**src/rtl/brs_pkg.sv**
```systemverilog
package brs_pkg;
  // command field layout: [2] lock, [1] repeat address, [0] incrementing address
  localparam int unsigned CMD_W = 3;

  function automatic int unsigned lane_count(int unsigned dat_w, int unsigned sel_w);
    return dat_w / sel_w;
  endfunction
endpackage

```
**src/rtl/brs_ctrl.sv**
```systemverilog
module brs_ctrl (
  input  logic clk,
  input  logic rst,
  input  logic up_vld,
  input  logic dn_rdy,
  output logic up_rdy,
  output logic dn_vld,
  output logic main_ld,
  output logic main_from_skid,
  output logic skid_ld
);
  logic main_full, skid_full;
  logic up_xfer, dn_xfer;

  assign up_xfer = up_vld & ~skid_full;
  assign dn_xfer = main_full & dn_rdy;

  // output entry refills when it is empty or is being consumed
  assign main_from_skid = skid_full;
  assign main_ld  = (~main_full | dn_xfer) & (skid_full | up_xfer);
  assign skid_ld  = up_xfer & main_full & ~dn_xfer;

  always_ff @(posedge clk) begin
    if (rst) begin
      main_full <= 1'b0;
      skid_full <= 1'b0;
    end else begin
      main_full <= skid_full | up_xfer | (main_full & ~dn_xfer);
      skid_full <= skid_full ? ~dn_xfer : skid_ld;
    end
  end

  assign up_rdy = ~skid_full;
  assign dn_vld = main_full;
endmodule

```
**src/rtl/brs_hold_reg.sv**
```systemverilog
module brs_hold_reg #(
  parameter int unsigned W = 8
) (
  input  logic         clk,
  input  logic         ld,
  input  logic [W-1:0] d,
  output logic [W-1:0] q
);
  // payload register without reset: keeps its value unless loaded
  always_ff @(posedge clk) begin
    if (ld) q <= d;
  end
endmodule

```
**src/rtl/bus_req_slice.sv**
```systemverilog
module bus_req_slice
  import brs_pkg::*;
#(
  parameter int unsigned ADR_W = 32,
  parameter int unsigned DAT_W = 32,
  parameter int unsigned SEL_W = 8
) (
  input  logic                             clk,
  input  logic                             rst,
  input  logic                             up_vld,
  output logic                             up_rdy,
  input  logic                             up_wen,
  input  logic [ADR_W-1:0]                 up_adr,
  input  logic [lane_count(DAT_W,SEL_W)-1:0] up_ben,
  input  logic [DAT_W-1:0]                 up_wdt,
  input  logic [CMD_W-1:0]                 up_cmd,
  output logic [DAT_W-1:0]                 up_rdt,
  output logic                             up_err,
  output logic                             dn_vld,
  input  logic                             dn_rdy,
  output logic                             dn_wen,
  output logic [ADR_W-1:0]                 dn_adr,
  output logic [lane_count(DAT_W,SEL_W)-1:0] dn_ben,
  output logic [DAT_W-1:0]                 dn_wdt,
  output logic [CMD_W-1:0]                 dn_cmd,
  input  logic [DAT_W-1:0]                 dn_rdt,
  input  logic                             dn_err
);
  localparam int unsigned BEN_W = lane_count(DAT_W, SEL_W);
  localparam int unsigned PAY_W = CMD_W + 1 + BEN_W + ADR_W + DAT_W;
  localparam int unsigned NSTG  = 2;  // entry 0 drives downstream, entry 1 is the skid

  logic [PAY_W-1:0]            up_pay;
  logic [NSTG-1:0][PAY_W-1:0]  st_d, st_q;
  logic [NSTG-1:0]             st_ld;
  logic                        main_from_skid;

  assign up_pay = {up_cmd, up_wen, up_ben, up_adr, up_wdt};

  brs_ctrl u_ctrl (
    .clk            (clk),
    .rst            (rst),
    .up_vld         (up_vld),
    .dn_rdy         (dn_rdy),
    .up_rdy         (up_rdy),
    .dn_vld         (dn_vld),
    .main_ld        (st_ld[0]),
    .main_from_skid (main_from_skid),
    .skid_ld        (st_ld[1])
  );

  assign st_d[0] = main_from_skid ? st_q[1] : up_pay;
  assign st_d[1] = up_pay;

  for (genvar s = 0; s < NSTG; s++) begin : g_stage
    brs_hold_reg #(.W(PAY_W)) u_reg (
      .clk (clk),
      .ld  (st_ld[s]),
      .d   (st_d[s]),
      .q   (st_q[s])
    );
  end

  assign {dn_cmd, dn_wen, dn_ben, dn_adr, dn_wdt} = st_q[0];

  // response set is not registered
  assign up_rdt = dn_rdt;
  assign up_err = dn_err;
endmodule

```
**config.mk**
```make
export PLATFORM = sky130hd
export DESIGN_NAME = bus_req_slice
export DESIGN_NICKNAME = d
export VERILOG_FILES = /design/src/rtl/brs_pkg.sv /design/src/rtl/brs_ctrl.sv /design/src/rtl/brs_hold_reg.sv /design/src/rtl/bus_req_slice.sv
export SDC_FILE = /design/constraint.sdc
export NUM_CORES = 1
export LEC_CHECK = 0
export CORE_UTILIZATION = 38
export DETAILED_ROUTE_END_ITERATION = 8
export DONT_BUFFER_PORTS = 1
export PLACE_DENSITY = 0.6
export SLEW_MARGIN = 20
export SYNTH_ARGS = -nofsm -noshare
export SYNTH_HDL_FRONTEND = slang
export SYNTH_SLANG_ARGS = --single-unit
```
**constraint.sdc**
```tcl
create_clock -name clk -period 7.21 [get_ports clk]
set_input_delay 0.3605 -clock clk [delete_from_list [all_inputs] [get_ports clk]]
set_output_delay 0.3605 -clock clk [all_outputs]
set_load 0.005 [all_outputs]
```
Word level (Yosys, flattened, before mapping)
Index checks and enable logic that the tools add are counted.
{ "classes": {"muxes": 2, "n_bitwise": 12} }
{ "op_table": {"columns": ["op", "count"], "rows": [
  ["$mux W72", 1],
  ["$and A1 B1 Y1", 6],
  ["$not A1 Y1", 3],
  ["$or A1 B1 Y1", 3],
  ["$mux W1", 1]
]} }
{ "word_totals": {"inputBits": 109, "regBits": 146, "elab_cells": 18} }

Longest topological paths before layout
{ "depth": {"ltp_word": 5, "ltp_mapped": 5, "depth_no_buf": 2} }

Hierarchy
A second synthesis with hierarchy kept.
{ "hier_totals": {"cells_unflattened": 267, "hier_area_um2": 5893.2} }
{ "by_module_without_submodules": {"columns": ["module", "cells_per_inst", "instances", "area_per_inst_um2"], "rows": [
  ["brs_hold_reg", 72, 2, 2162.1],
  ["bus_req_slice", 113, 1, 1472.7],
  ["brs_ctrl", 10, 1, 96.3]
]} }

Worst setup path after synthesis
No wires, ideal clock.
{ "synth_path": {"kind": "register to register", "from": "register u_ctrl.skid_full (netlist: u_ctrl.main_from_skid)", "to": "register g_stage[1].u_reg.q[0], enable pin", "setup_time_ns": 0.605, "path_stages_with_launch": 5, "t_arrival_ns": 5.923, "required_ns": 6.605, "path_slack_ns": 0.682, "path_cell_list": "dfxtp_1 -> buf_6 -> buf_6 -> buf_6 -> nor3b_1"} }
{ "synth_via": {"elab_chain_cells": 4} }
{ "synth_lines": {"columns": ["element", "line", "rtl"], "rows": [
  ["start, declared", "brs_ctrl.sv:12", "logic main_full, skid_full;"],
  ["start signal, assigned", "brs_ctrl.sv:29", "skid_full <= skid_full ? ~dn_xfer : skid_ld;"],
  ["$not A1 Y1", "brs_ctrl.sv:15", "assign up_xfer = up_vld & ~skid_full;"],
  ["$and A1 B1 Y1", "brs_ctrl.sv:15", null],
  ["$and A1 B1 Y1 (2 in series)", "brs_ctrl.sv:21", "assign skid_ld = up_xfer & main_full & ~dn_xfer;"],
  ["named net g_stage[1].u_reg.ld", "brs_hold_reg.sv:5", "input logic ld,"],
  ["end signal, assigned", "brs_hold_reg.sv:11", "if (ld) q <= d;"],
  ["end, declared", "brs_hold_reg.sv:7", "output logic [W-1:0] q"]
]} }
The timed path passes the listed nets, and every way through them passes these cells.
A chain may end at the register's enable or synchronous reset.

Final worst setup path
{ "layout_path": {"from": "register u_ctrl.skid_full (netlist: u_ctrl.main_from_skid)", "to": "register g_stage[0].u_reg.q[70] (data pin)"} }
{ "layout_via": {"elab_chain_cells": 1} }
{ "layout_lines": {"columns": ["element", "line", "rtl"], "rows": [
  ["$mux W72", "bus_req_slice.sv:52", "assign st_d[0] = main_from_skid ? st_q[1] : up_pay;"],
  ["named net g_stage[0].u_reg.d[70]", "brs_hold_reg.sv:6", "input logic [W-1:0] d,"],
  ["end signal, assigned", "brs_hold_reg.sv:11", null],
  ["end, declared", "brs_hold_reg.sv:7", null]
]} }
The timed path passes the listed nets, and every way through them passes these cells.

==> qor.yml <==
clk_pin_slew_ns: 0.06
synth_ff_type: "edfxtp_1"
synth_seq_area_share: 0.774
hold_path.class: "in2reg"
finalSetupViolations: 0
hold_ws_ns: 0.0373
routed_via_density: 4.95
gp_congestion: 0.674
cts_setup_buffers: 0
fin_skew_ns: 0.00754
worstSetupPathType: "reg2reg"
dr.pass1.iters: 3
max-slew-margin-rel: 0.318
grt_use_met1: 0.132
ys_ff_latch: 146
use_met3: 0.0833
top_usage_layer: "met2"
cts_resized: 0
leakagePower_nw: 2.08
synthTopCellsByCount: "edfxtp_1 (144), mux2_2 (47), buf_4 (33)"
clock-sinks: 146
synthMostInstantiatedCell: "edfxtp_1"
wire_per_inst_um: 20.3
p_per_area_mw_per_mm2: 329
synth_cell_type_count: 14
start_util: 0.388
syn_area_per_cell_um2: 21.0
numCtsBuffers: 17
r2r_start: "u_ctrl.main_from_skid"
critical_path.startpoint_type: "flip-flop"
root_buffer: "clkbuf_16"
period_share: 0.276
drive_gt1_frac: 0.408
area_growth_pct: 11.0
hp-start: "up_ben[0]"
antenna_left: 0
synth_top_area_share: 0.767
netlist_area_mm2: 0.00564
h-tree-depth: 4
antenna_found_initial: 0
io_pins: 216
grt_use_total: 0.122
power.total_mw: 2.06
syn_nets: 377
die_h_um: 124
n_antenna_cell: 0
end_kind: "flip-flop"
die_w_um: 124
wl_um: 9040
overflow: 0
hpwl_um: 5440
core_mm2: 0.0145
ctsLongestPathBuffers: 2
cts_tree: "done"
crit_start: "u_ctrl.main_from_skid"
drt_iter0_drc: 128
ys_async_sr_fraction: 0
drv_cap: 0
peakVddDrop_uv: 153
worstPathRequired_ns: 7.37
grt_pass1_vias: 2308
cp.arrival_ns: 2.15
grt_max_degree: 73
yosys_warnings: 0
period_needed_ns: 1.99
tns_ns: 0
dieArea_mm2: 0.0153
num_vias: 2208
port-buffer-count: 0
outcome: "completed"
grt_pass1_wl_um: 13100
rows: 44
layout.nets: 358
synth-edff-count: 144
max_freq_mhz: 503
drc: 0
worst_pin_slew_ns: 1.02
synth_top_area_cell: "edfxtp_1"
synthCells: 268
synthTopCellsByArea: "edfxtp_1 (77%), mux2_2 (9.4%), mux2_4 (6.7%), buf_4 (4.4%), buf_6 (1.0%)"
met2_usage: 0.178
slew_violations: 0
cp_max_fo: 66
rsz0062_at_grt: "no"
worstSkewPairLatency_ns: 0.41
hold_viol: 0
[logic make-up (layout without fill, tap and decap cells)]
| group | count (synthesis) | count (layout) | share of synthesized area |
|---|---|---|---|
| AND/OR/NAND/NOR | 3 | 3 | 0.00311 |
| buffers and inverters | 43 | 37 | 0.0581 |
| multiplexers | 72 | 72 | 0.160 |
| AO/OA/AOI/OAI | 4 | 4 | 0.00444 |
| flip-flops | 146 | 146 | 0.774 |
[worst max-delay path: stages, from the launching register on]
cell and delay [ns]:
dfxtp_4 0.44, buf_4 0.81, mux2_2 0.42
[report_power, final]
group	total, mW	switching, mW	internal, mW
combinational	0.0784	0.0378	0.0406
sequential	1.02	0.0232	0.994
clock	0.962	0.320	0.641
total	2.06	0.381	1.68
[placed cells by master, fill, tap and decap left out, types with 2 or more instances in the layout]
| master | count |
|---|---|
| mux2_4 | 25 |
| clkbuf_8 | 3 |
| clkinv_2 | 2 |
| a21oi_1 | 2 |
| bufinv_16 | 5 |
| clkbuf_1 | 3 |
| edfxtp_1 | 144 |
| clkbuf_16 | 17 |
| buf_4 | 2 |
| mux2_2 | 47 |
[metal layers]
metal  part of all wire  vias up
li1                   -      967
met5                  0        -
met4              0.022        0
met3               0.12       21
met2               0.48      114
met1               0.38     1106
[path summary, 6_finish.rpt]
| kind | end | slack (ns) | cells after the start |
|---|---|---|---|
| setup reg to reg | g_stage[0].u_reg.q[70] | 5.22 | 2 |
| setup / recovery | g_stage[0].u_reg.q[70] | 5.22 | 2 |
| hold / removal | g_stage[1].u_reg.q[64] | 0.04 | 0 |
| hold reg to reg | g_stage[0].u_reg.q[48] | 0.54 | 1 |
[per-stage QoR]
| stage | std cells | worst slack [ns] | utilization | cell area, um2 |
|---|---|---|---|---|
| 6_report | 446 | 5.22 | 0.431 | 6260 |
| 5_1_grt | 446 | 5.13 | 0.431 | 6260 |
| 4_1_cts | 445 | 5.20 | 0.429 | 6240 |
| 3_5_place_dp | 412 | 5.21 | 0.384 | 5580 |
| 3_3_place_gp | 412 | 5.24 | 0.384 | 5580 |
| 2_1_floorplan | 268 | 0.682 | - | 5640 |
[flip-flops by register name, summed over array words and instances, names as in the netlist]
name,flops
g_stage.u_reg.q,144
u_ctrl.dn_vld,1
u_ctrl.main_from_skid,1
[repair_timing]
item | 4_1_cts | 5_1_grt
endpoints found under the setup margin | 0 | 0
hold buffers | 1 | 0
hold endpoints to repair | 2 | 0
[area by class of cell]
cell class	count	area, um2
multi-input cells	79	960
fillers	1255	8270
clock buffers	23	478
repair buffers	4	45.0
clock inverters	9	176
inverters	1	3.75
flip-flops and latches	146	4370
well taps	184	230
(Power assumes the default switching activity.)
